### src/rtl/mphy_pkg.sv
package mphy_pkg;
  localparam int HOST_W   = 32;
  localparam int DW       = 16;
  localparam int FLD_AW   = 5;
  localparam int PHY_LSB  = 24;
  localparam int REG_LSB  = 16;
  localparam int OP_LSB   = 14;
  localparam int INIT_BIT = 11;
  localparam int RDY_BIT  = 7;
  localparam int CTRL_W   = 7;
  localparam int EN_BIT   = 6;
  localparam int DIV_W    = 6;

  localparam logic [FLD_AW-1:0] IDX_STAT = 5'd1;
  localparam logic [FLD_AW-1:0] IDX_ADV  = 5'd4;
  localparam logic [FLD_AW-1:0] IDX_LPA  = 5'd5;
  localparam logic [FLD_AW-1:0] IDX_SPEC = 5'd17;
  localparam logic [FLD_AW-1:0] IDX_DIAG = 5'd18;

  localparam logic [DW-1:0] STAT_UP   = 16'h782E;
  localparam logic [DW-1:0] LPA_BASE  = 16'h4001;
  localparam logic [DW-1:0] LPA_MASK  = 16'h01E0;
  localparam logic [DW-1:0] SPEC_VAL  = 16'h8000;
  localparam logic [DW-1:0] CLR_MASK  = 16'h8200;

  typedef enum logic [1:0] {
    SEL_CTRL  = 2'd0,
    SEL_CMD   = 2'd1,
    SEL_WDATA = 2'd2,
    SEL_RDATA = 2'd3
  } host_sel_e;

  typedef enum logic [1:0] {
    OP_NONE = 2'd0,
    OP_WR   = 2'd1,
    OP_RD   = 2'd2,
    OP_RSV  = 2'd3
  } mgmt_op_e;

  typedef struct packed {
    logic              do_wr;
    logic              do_rd;
    logic              bad;
    logic              hit;
    logic [FLD_AW-1:0] reg_a;
  } cmd_act_t;

  function automatic logic [DW-1:0] reset_value(int idx);
    case (idx)
      0:       return 16'h3100;
      2:       return 16'h0300;
      3:       return 16'hE400;
      4:       return 16'h01E1;
      default: return '0;
    endcase
  endfunction
endpackage

### src/rtl/mphy_rst_sync.sv
module mphy_rst_sync (
  input  logic clk,
  input  logic arst_n,
  output logic srst_n
);
  logic [1:0] sync_q;

  always_ff @(posedge clk or negedge arst_n) begin
    if (!arst_n) sync_q <= 2'b00;
    else         sync_q <= {sync_q[0], 1'b1};
  end

  assign srst_n = sync_q[1];
endmodule

### src/rtl/mphy_cmd_decode.sv
module mphy_cmd_decode
  import mphy_pkg::*;
#(
  parameter int PHY_ADDR = 7
) (
  input  logic [HOST_W-1:0] cmd_word,
  input  logic              go,
  output cmd_act_t          act
);
  localparam logic [FLD_AW-1:0] MY_ADDR = FLD_AW'(PHY_ADDR);

  logic [FLD_AW-1:0] phy_f;
  mgmt_op_e          op_f;

  always_comb begin
    phy_f     = cmd_word[PHY_LSB +: FLD_AW];
    op_f      = mgmt_op_e'(cmd_word[OP_LSB +: 2]);
    act.reg_a = cmd_word[REG_LSB +: FLD_AW];
    act.hit   = (phy_f == MY_ADDR);
    act.do_wr = go && (op_f == OP_WR) && act.hit;
    act.do_rd = go && (op_f == OP_RD);
    act.bad   = go && (op_f != OP_WR) && (op_f != OP_RD);
  end
endmodule

### src/rtl/mphy_regfile.sv
module mphy_regfile
  import mphy_pkg::*;
#(
  parameter int NREG = 32,
  localparam int AW  = $clog2(NREG)
) (
  input  logic          clk,
  input  logic          rst_n,
  input  logic          we,
  input  logic [AW-1:0] waddr,
  input  logic [DW-1:0] wdata,
  input  logic [AW-1:0] raddr,
  output logic [DW-1:0] rdata,
  output logic [DW-1:0] adv
);
  logic [DW-1:0] mem_q [NREG];
  logic [DW-1:0] mem_d [NREG];

  always_comb begin
    for (int i = 0; i < NREG; i++) begin
      mem_d[i] = mem_q[i];
      if (waddr == AW'(i)) mem_d[i] = wdata;
    end
    // entry 0 loses its self-clearing bits on any write
    mem_d[0] = mem_d[0] & ~CLR_MASK;
  end

  always_ff @(posedge clk or negedge rst_n) begin
    if (!rst_n) begin
      for (int i = 0; i < NREG; i++) mem_q[i] <= reset_value(i);
    end else if (we) begin
      for (int i = 0; i < NREG; i++) mem_q[i] <= mem_d[i];
    end
  end

  assign rdata = mem_q[raddr];
  assign adv   = mem_q[IDX_ADV];
endmodule

### src/rtl/mphy_view.sv
module mphy_view
  import mphy_pkg::*;
(
  input  logic [FLD_AW-1:0] reg_a,
  input  logic [DW-1:0]     stored,
  input  logic [DW-1:0]     adv,
  input  logic              link,
  output logic [DW-1:0]     value
);
  logic spd100, fdx;

  always_comb begin
    spd100 = adv[7] | adv[8];
    fdx    = adv[8] | adv[6];
    case (reg_a)
      IDX_STAT: value = link ? STAT_UP : '0;
      IDX_LPA:  value = LPA_BASE | (adv & LPA_MASK);
      IDX_SPEC: value = SPEC_VAL;
      IDX_DIAG: value = link ? DW'({fdx, spd100} << 10) : '0;
      default:  value = stored;
    endcase
  end
endmodule

### src/rtl/mgmt_phy_emu.sv
module mgmt_phy_emu
  import mphy_pkg::*;
#(
  parameter int PHY_ADDR = 7,
  parameter int NREG     = 32
) (
  input  logic        clk,
  input  logic        rst_n,
  input  logic        link_up,
  input  logic        wr_en,
  input  logic [1:0]  wr_sel,
  input  logic [31:0] wr_data,
  input  logic [1:0]  rd_sel,
  output logic [31:0] rd_data,
  output logic        cmd_bad,
  output logic        div_warn
);
  localparam int AW = $clog2(NREG);

  logic srst_n;
  logic [CTRL_W-1:0] ctrl_q, ctrl_d;
  logic [HOST_W-1:0] cmd_q, cmd_d;
  logic [DW-1:0]     wdata_q, wdata_d;
  logic [DW-1:0]     rdata_q, rdata_d;
  logic              go_q, go_d, bad_q;
  logic              ctrl_en, cmd_en, wdata_en, rdata_en;
  cmd_act_t          act;
  logic [DW-1:0]     stored_val, adv_val, view_val;

  mphy_rst_sync u_rst (.clk(clk), .arst_n(rst_n), .srst_n(srst_n));

  mphy_cmd_decode #(.PHY_ADDR(PHY_ADDR)) u_dec (
    .cmd_word(cmd_q), .go(go_q), .act(act)
  );

  mphy_regfile #(.NREG(NREG)) u_rf (
    .clk(clk), .rst_n(srst_n), .we(act.do_wr), .waddr(AW'(act.reg_a)),
    .wdata(wdata_q), .raddr(AW'(act.reg_a)), .rdata(stored_val), .adv(adv_val)
  );

  mphy_view u_view (
    .reg_a(act.reg_a), .stored(stored_val), .adv(adv_val),
    .link(link_up), .value(view_val)
  );

  // next-state logic
  always_comb begin
    ctrl_en  = wr_en && (wr_sel == SEL_CTRL);
    cmd_en   = wr_en && (wr_sel == SEL_CMD);
    wdata_en = wr_en && (wr_sel == SEL_WDATA);
    rdata_en = act.do_rd;
    ctrl_d   = wr_data[CTRL_W-1:0];
    cmd_d    = wr_data;
    wdata_d  = wr_data[DW-1:0];
    rdata_d  = act.hit ? view_val : '1;
    go_d     = cmd_en && wr_data[INIT_BIT];
  end

  // registers
  always_ff @(posedge clk or negedge srst_n) begin
    if (!srst_n) begin
      ctrl_q  <= '0;
      cmd_q   <= '0;
      wdata_q <= '0;
      rdata_q <= '0;
      go_q    <= 1'b0;
      bad_q   <= 1'b0;
    end else begin
      if (ctrl_en)  ctrl_q  <= ctrl_d;
      if (cmd_en)   cmd_q   <= cmd_d;
      if (wdata_en) wdata_q <= wdata_d;
      if (rdata_en) rdata_q <= rdata_d;
      go_q  <= go_d;
      bad_q <= act.bad;
    end
  end

  always_comb begin
    case (host_sel_e'(rd_sel))
      SEL_CTRL:  rd_data = HOST_W'(ctrl_q);
      SEL_CMD:   rd_data = cmd_q | (HOST_W'(1) << RDY_BIT);
      SEL_WDATA: rd_data = HOST_W'(wdata_q);
      default:   rd_data = HOST_W'(rdata_q);
    endcase
  end

  assign cmd_bad  = bad_q;
  assign div_warn = ctrl_q[EN_BIT] && (ctrl_q[DIV_W-1:0] == '0);
endmodule

### config.mk
export PLATFORM = sky130hd
export DESIGN_NAME = mgmt_phy_emu
export DESIGN_NICKNAME = d
export VERILOG_FILES = /design/src/rtl/mphy_pkg.sv /design/src/rtl/mphy_rst_sync.sv /design/src/rtl/mphy_cmd_decode.sv /design/src/rtl/mphy_regfile.sv /design/src/rtl/mphy_view.sv /design/src/rtl/mgmt_phy_emu.sv
export SDC_FILE = /design/constraint.sdc
export NUM_CORES = 1
export LEC_CHECK = 0
export BUFFER_PORTS_ARGS = -buffer_cell sky130_fd_sc_hd__buf_2
export CAP_MARGIN = 5
export CORE_AREA = 2 2 259 185
export CTS_CLUSTER_DIAMETER = 40
export CTS_CLUSTER_SIZE = 10
export DETAILED_ROUTE_END_ITERATION = 8
export DIE_AREA = 0 0 261 187
export GPL_ROUTABILITY_DRIVEN = 0
export GPL_TIMING_DRIVEN = 0
export PLACE_DENSITY = 0.85
export SETUP_SLACK_MARGIN = 0.5
export SYNTH_ARGS = -nofsm -noshare
export SYNTH_HDL_FRONTEND = slang
export SYNTH_SLANG_ARGS = --single-unit
### constraint.sdc
create_clock -name clk -period 26.5 [get_ports clk]
set_input_delay 1.325 -clock clk [delete_from_list [all_inputs] [get_ports clk]]
set_output_delay 1.325 -clock clk [all_outputs]
set_load 0.02 [all_outputs]
# Word-level counts from Yosys, hierarchy flattened
# Cells that the tools add are included.
# word_totals
wordCells,137
ff_bits,585
inputBits,40
output_inout_bits,34
# classes
n_eq_ne,40
mux,8
reduce_logical,46
bitwise_logic,3
magnitude_cmp,1
# op_table
op,count
32-bit case mux with 3 select lines,1
16-bit binary-select mux with 5-bit select,1
5-bit equality test (second input constant),16
16-bit case mux with 4 select lines,1
2-bit AND reduction,32
16-bit two-way mux,3
5-bit by 4-bit equality test with 1-bit output (second input constant),8
5-bit by 3-bit equality test with 1-bit output (second input constant),5
15-bit two-way mux,1
12-bit two-way mux,1
5-bit by 2-bit equality test with 1-bit output (second input constant),2
1-bit logical AND,10
2-bit by 1-bit equality test with 1-bit output (second input constant),3
2-bit equality test (second input constant),3
6-bit >= comparator (second input constant),1
6-bit logical NOT,1
5-bit NOT with 6-bit output,1
5-bit by 1-bit equality test with 1-bit output (second input constant),1
5-bit logical NOT,1
2-bit logical NOT,2
2-bit by 1-bit != test with 1-bit output (second input constant),1
2-bit != test (second input constant),1
1-bit OR,2

# Depth between registers and ports, before layout
# depth
ltp_word,6
depth_mapped,9
mapped_depth_nobuf,5

# Modules after synthesis
# A second synthesis with hierarchy kept.
# unflattened
hier_cells,1709
hier_area_um2,27014.7
# by_module_without_submodules
module,cells_per_inst,n_inst,seq_area_each_um2,area_per_inst_um2
mphy_regfile,1411,1,12779.8,23301.1
mgmt_phy_emu,241,1,1826.8,3278.1
mphy_view,41,1,0.0,266.5
mphy_cmd_decode,13,1,0.0,115.1
mphy_rst_sync,3,1,50.0,53.8

# Least setup slack after synthesis
# No wires, ideal clock.
# synth_path
kind,input to output
start,input port rd_sel[1]
end,output port rd_data[10]
setup_slack_ns,22.591
t_arrival_ns,2.584
required_time_ns,25.175
n_path_buf,2
stages,4
path_cell_list,clkbuf_1 -> buf_1 -> mux2_2 -> a22o_1
# synth_via
elab_chain_len,2
elab_cells_between_ends,4
classes_between,eq/ne: 2; mux: 1; reduce/logical: 1
# synth_rtl
element,line,rtl
start: declaration,mgmt_phy_emu.sv:13,"input logic [1:0] rd_sel,"
2-bit equality test (tied with other cells),mgmt_phy_emu.sv:79,case (host_sel_e'(rd_sel))
32-bit case mux with 3 select lines *,mgmt_phy_emu.sv:79,
end: declaration,mgmt_phy_emu.sv:14,"output logic [31:0] rd_data,"
# Mark *: on every way between the ends. The rest lies on a longest branch, timed or not.

# Final worst setup path
# Same ends and word-level chain as after synthesis.

==> reports/results.ini <==
[outcome]
status = finished, final reports clean

[placed_design]
port_buffers = 71
dpl.hpwl_um = 56800
dp_cells = 2488

[global_routing]
overflow = 0
antenna_found_initial = 1
grt_first_pass_wirelength_um = 121000
grt_pass1_vias = 18400
grtUsageTotal_pct = 33.9
grt_max_degree = 75

[synthesis]
ys_ff_latch = 584
syn_area_sq_um = 27500
synth.distinct_cells = 61
yosys_warnings = 0
ys_seq_area_share_pct = 53.3
syn_nets = 1828
ys_async_sr_fraction_pct = 100
synth_edf_count = 0
synth_ff_type = dfrtp_1
avgSynthCellArea_sq_um = 15.4
syn_inst = 1788

[power]
total_power_uw = 2180
ir_drop_mv = 0.0445
p_leak_uw = 0.0151
power_density_nw_per_um2 = 70.7

[critical_path]
cp_slowest_cell = buf_1
slowest_delay_ns = 0.65
crit_fanout = 10
cp_data_arrival_time_ns = 3.28
end_kind = output pin
path_class = in -> out
required_ns = 25.17
path_cells = clkbuf_1, buf_1, mux2_2, a22o_1, buf_2
startpoint_type = input port

[timing]
tightest_slew_ns = 1.38
setup_tns_ns = 0
final-setup-viol-count = 0
max_freq_mhz = 217
period_needed_ns = 4.60
rsz0062_at_grt = no
fin_skew_ns = 0.0290
slew_headroom_pct = 8.16
finalCritPeriodShare_pct = 17.4
hold_violations = 0
maxSlewViolCount = 0

[cts]
cts_tree = yes
clock_sinks = 584
cts-root-buf = clkbuf_16
clock_latency_ns = 0.60
clk_pin_slew_worst_paths_ns = 0.05
holdBufCountCts = 0
cts-buffers-inserted = 71
clockBufferDepth = 3
post_cts_buffers = 0
htree_levels = 3
post_cts_resized = 0

[cells_and_area]
post-route-util_pct = 65.9
final_cell_mix = dfrtp_1, mux2_2, buf_2
stdcell_count = 2596
multiInputGateArea_sq_um = 11900
layout_commonest_cell = dfrtp_1
area.growth.synth_to_final_pct = 12.3
fin_nets = 1980
fillCellCount = 3139
drive_above_1_share_pct = 48.2
seq_area_sq_um = 14600

[drt]
dr.max_layer_used = met5
vias = 17700
wl_met1_um = 32200
wl_met3_um = 11100
wl_met2_um = 34100
vias_per_cell = 6.81
wl_um = 81100
drt_iter0_markers = 2294
drt-pass1-iter-count = 6
drc = 0
post_drt_wl_per_cell_um = 31.2
drtAntennaViolNets = 0

[floorplanning]
initial_core_util_pct = 58.7
io_pins = 74
die_w_um = 261
row_count = 67
coreArea_sq_um = 46800
dieArea_sq_um = 48800
die_h_um = 187

[min_path]
hold_class = reg -> reg

[run]
cap_violations = 0

per-stage QoR:
| step | hold WS (ns) | area, sq um | worst slack, ns |
|---|---|---|---|
| 6_report | 0.350 | 30800 | 21.90 |
| 5_1_grt | 0.363 | 30800 | 21.82 |
| 4_1_cts | 0.352 | 30800 | 21.91 |
| 2_1_floorplan | 0.331 | 27500 | 9.04 |
| 3_5_place_dp | 0.343 | 28800 | 21.91 |
| 3_3_place_gp | 0.337 | 28600 | 3.83 |
Yosys cell counts (2+ instances only):
| cell | instances | area [sq um] |
|---|---|---|
| nand2_1 | 15 | 56.3 |
| nor2_1 | 17 | 63.8 |
| nand3b_1 | 4 | 30.0 |
| nor3b_1 | 2 | 15.0 |
| a21o_1 | 2 | 15.0 |
| o221ai_1 | 19 | 166 |
| mux2_2 | 472 | 5320 |
| nand2b_1 | 2 | 12.5 |
| and2_1 | 20 | 125 |
| nor2b_1 | 8 | 50.1 |
| mux2_4 | 100 | 1500 |
| a22o_1 | 25 | 219 |
| o22a_1 | 3 | 26.3 |
| and3_1 | 6 | 37.5 |
| nand3_4 | 19 | 333 |
| dfstp_2 | 14 | 368 |
| nand3_1 | 7 | 35.0 |
| clkbuf_1 | 80 | 300 |
| mux4_2 | 89 | 2000 |
| o22ai_1 | 13 | 81.3 |
| buf_6 | 23 | 259 |
| mux2i_1 | 88 | 881 |
| nand4_1 | 3 | 18.8 |
| dfrtp_1 | 570 | 14300 |
| nand3_2 | 5 | 50.1 |
| buf_1 | 3 | 11.3 |
| a21oi_1 | 20 | 100 |
| a211o_1 | 10 | 87.6 |
| a221oi_1 | 8 | 70.1 |
| buf_2 | 38 | 190 |
| nor4_4 | 2 | 42.5 |
| inv_1 | 4 | 15.0 |
| a22oi_1 | 19 | 143 |
| a211oi_1 | 9 | 67.6 |
| o21ai_0 | 25 | 125 |
| mux2_1 | 3 | 33.8 |
| buf_4 | 17 | 128 |
layout make-up:
class                      instances  area share [%]
tap                              621            2.52
multi-input combinational       1037            38.6
sequential                       584            47.5
antenna                            4          0.0325
timing repair buffer              79            1.87
inverter                           5          0.0690
clock inverter                     7           0.223
buffer                           162            2.95
clock buffer                      97            6.28
critical path: cells and delay by family:
| family | cells | cell delay (ns) |
|---|---|---|
| multiplexers | 1 | 0.42 |
| AO/OA/AOI/OAI | 1 | 0.21 |
| buffers and inverters | 3 | 1.32 |
power breakdown:
group / switching, uW / internal, uW
Clock: 360 / 514
Combinational: 262 / 102
Sequential: 29.1 / 913
final timing paths:
check,start,endpoint,slack (ns),cells past startpoint
worst max-delay path,rd_sel[1],rd_data[10],21.90,5
worst min-delay path,u_rst.sync_q[0],u_rst.sync_q[1],0.35,0
worst max register to register,cmd_q[17],rdata_q[11],23.14,7
worst min register to register,u_rst.sync_q[0],u_rst.sync_q[1],0.35,0
max in group asynchronous,u_rst.sync_q[1],u_rf.mem_q[504],24.89,2
min in group asynchronous,u_rst.sync_q[1],u_rf.mem_q[136],0.38,0
state kept, by name (all words and copies together) (netlist names):
signal        count
u_rst.sync_q      2
rdata_q          16
go_q              1
cmd_q            31
u_rf.mem_q      494
u_rf.adv         16
cmd_bad           1
wdata_q          16
ctrl_q            7
routing by layer:
layer	vias to the layer above	global-route usage, %
met5	-	1.69
met4	2	14.1
met3	235	15.6
met2	1161	46.3
met1	9323	46.8
li1	6955	-
cells by family after synthesis:
group / Yosys count / synth area share (%)
AO/OA/AOI/OAI: 162 / 4.30
multiplexers: 752 / 35.4
AND/OR/NAND/NOR: 122 / 3.58
flip-flops: 584 / 53.3
other: 1 / 0.0137
buffers and inverters: 167 / 3.38
Note: power is estimated with default switching activity, not from simulation.
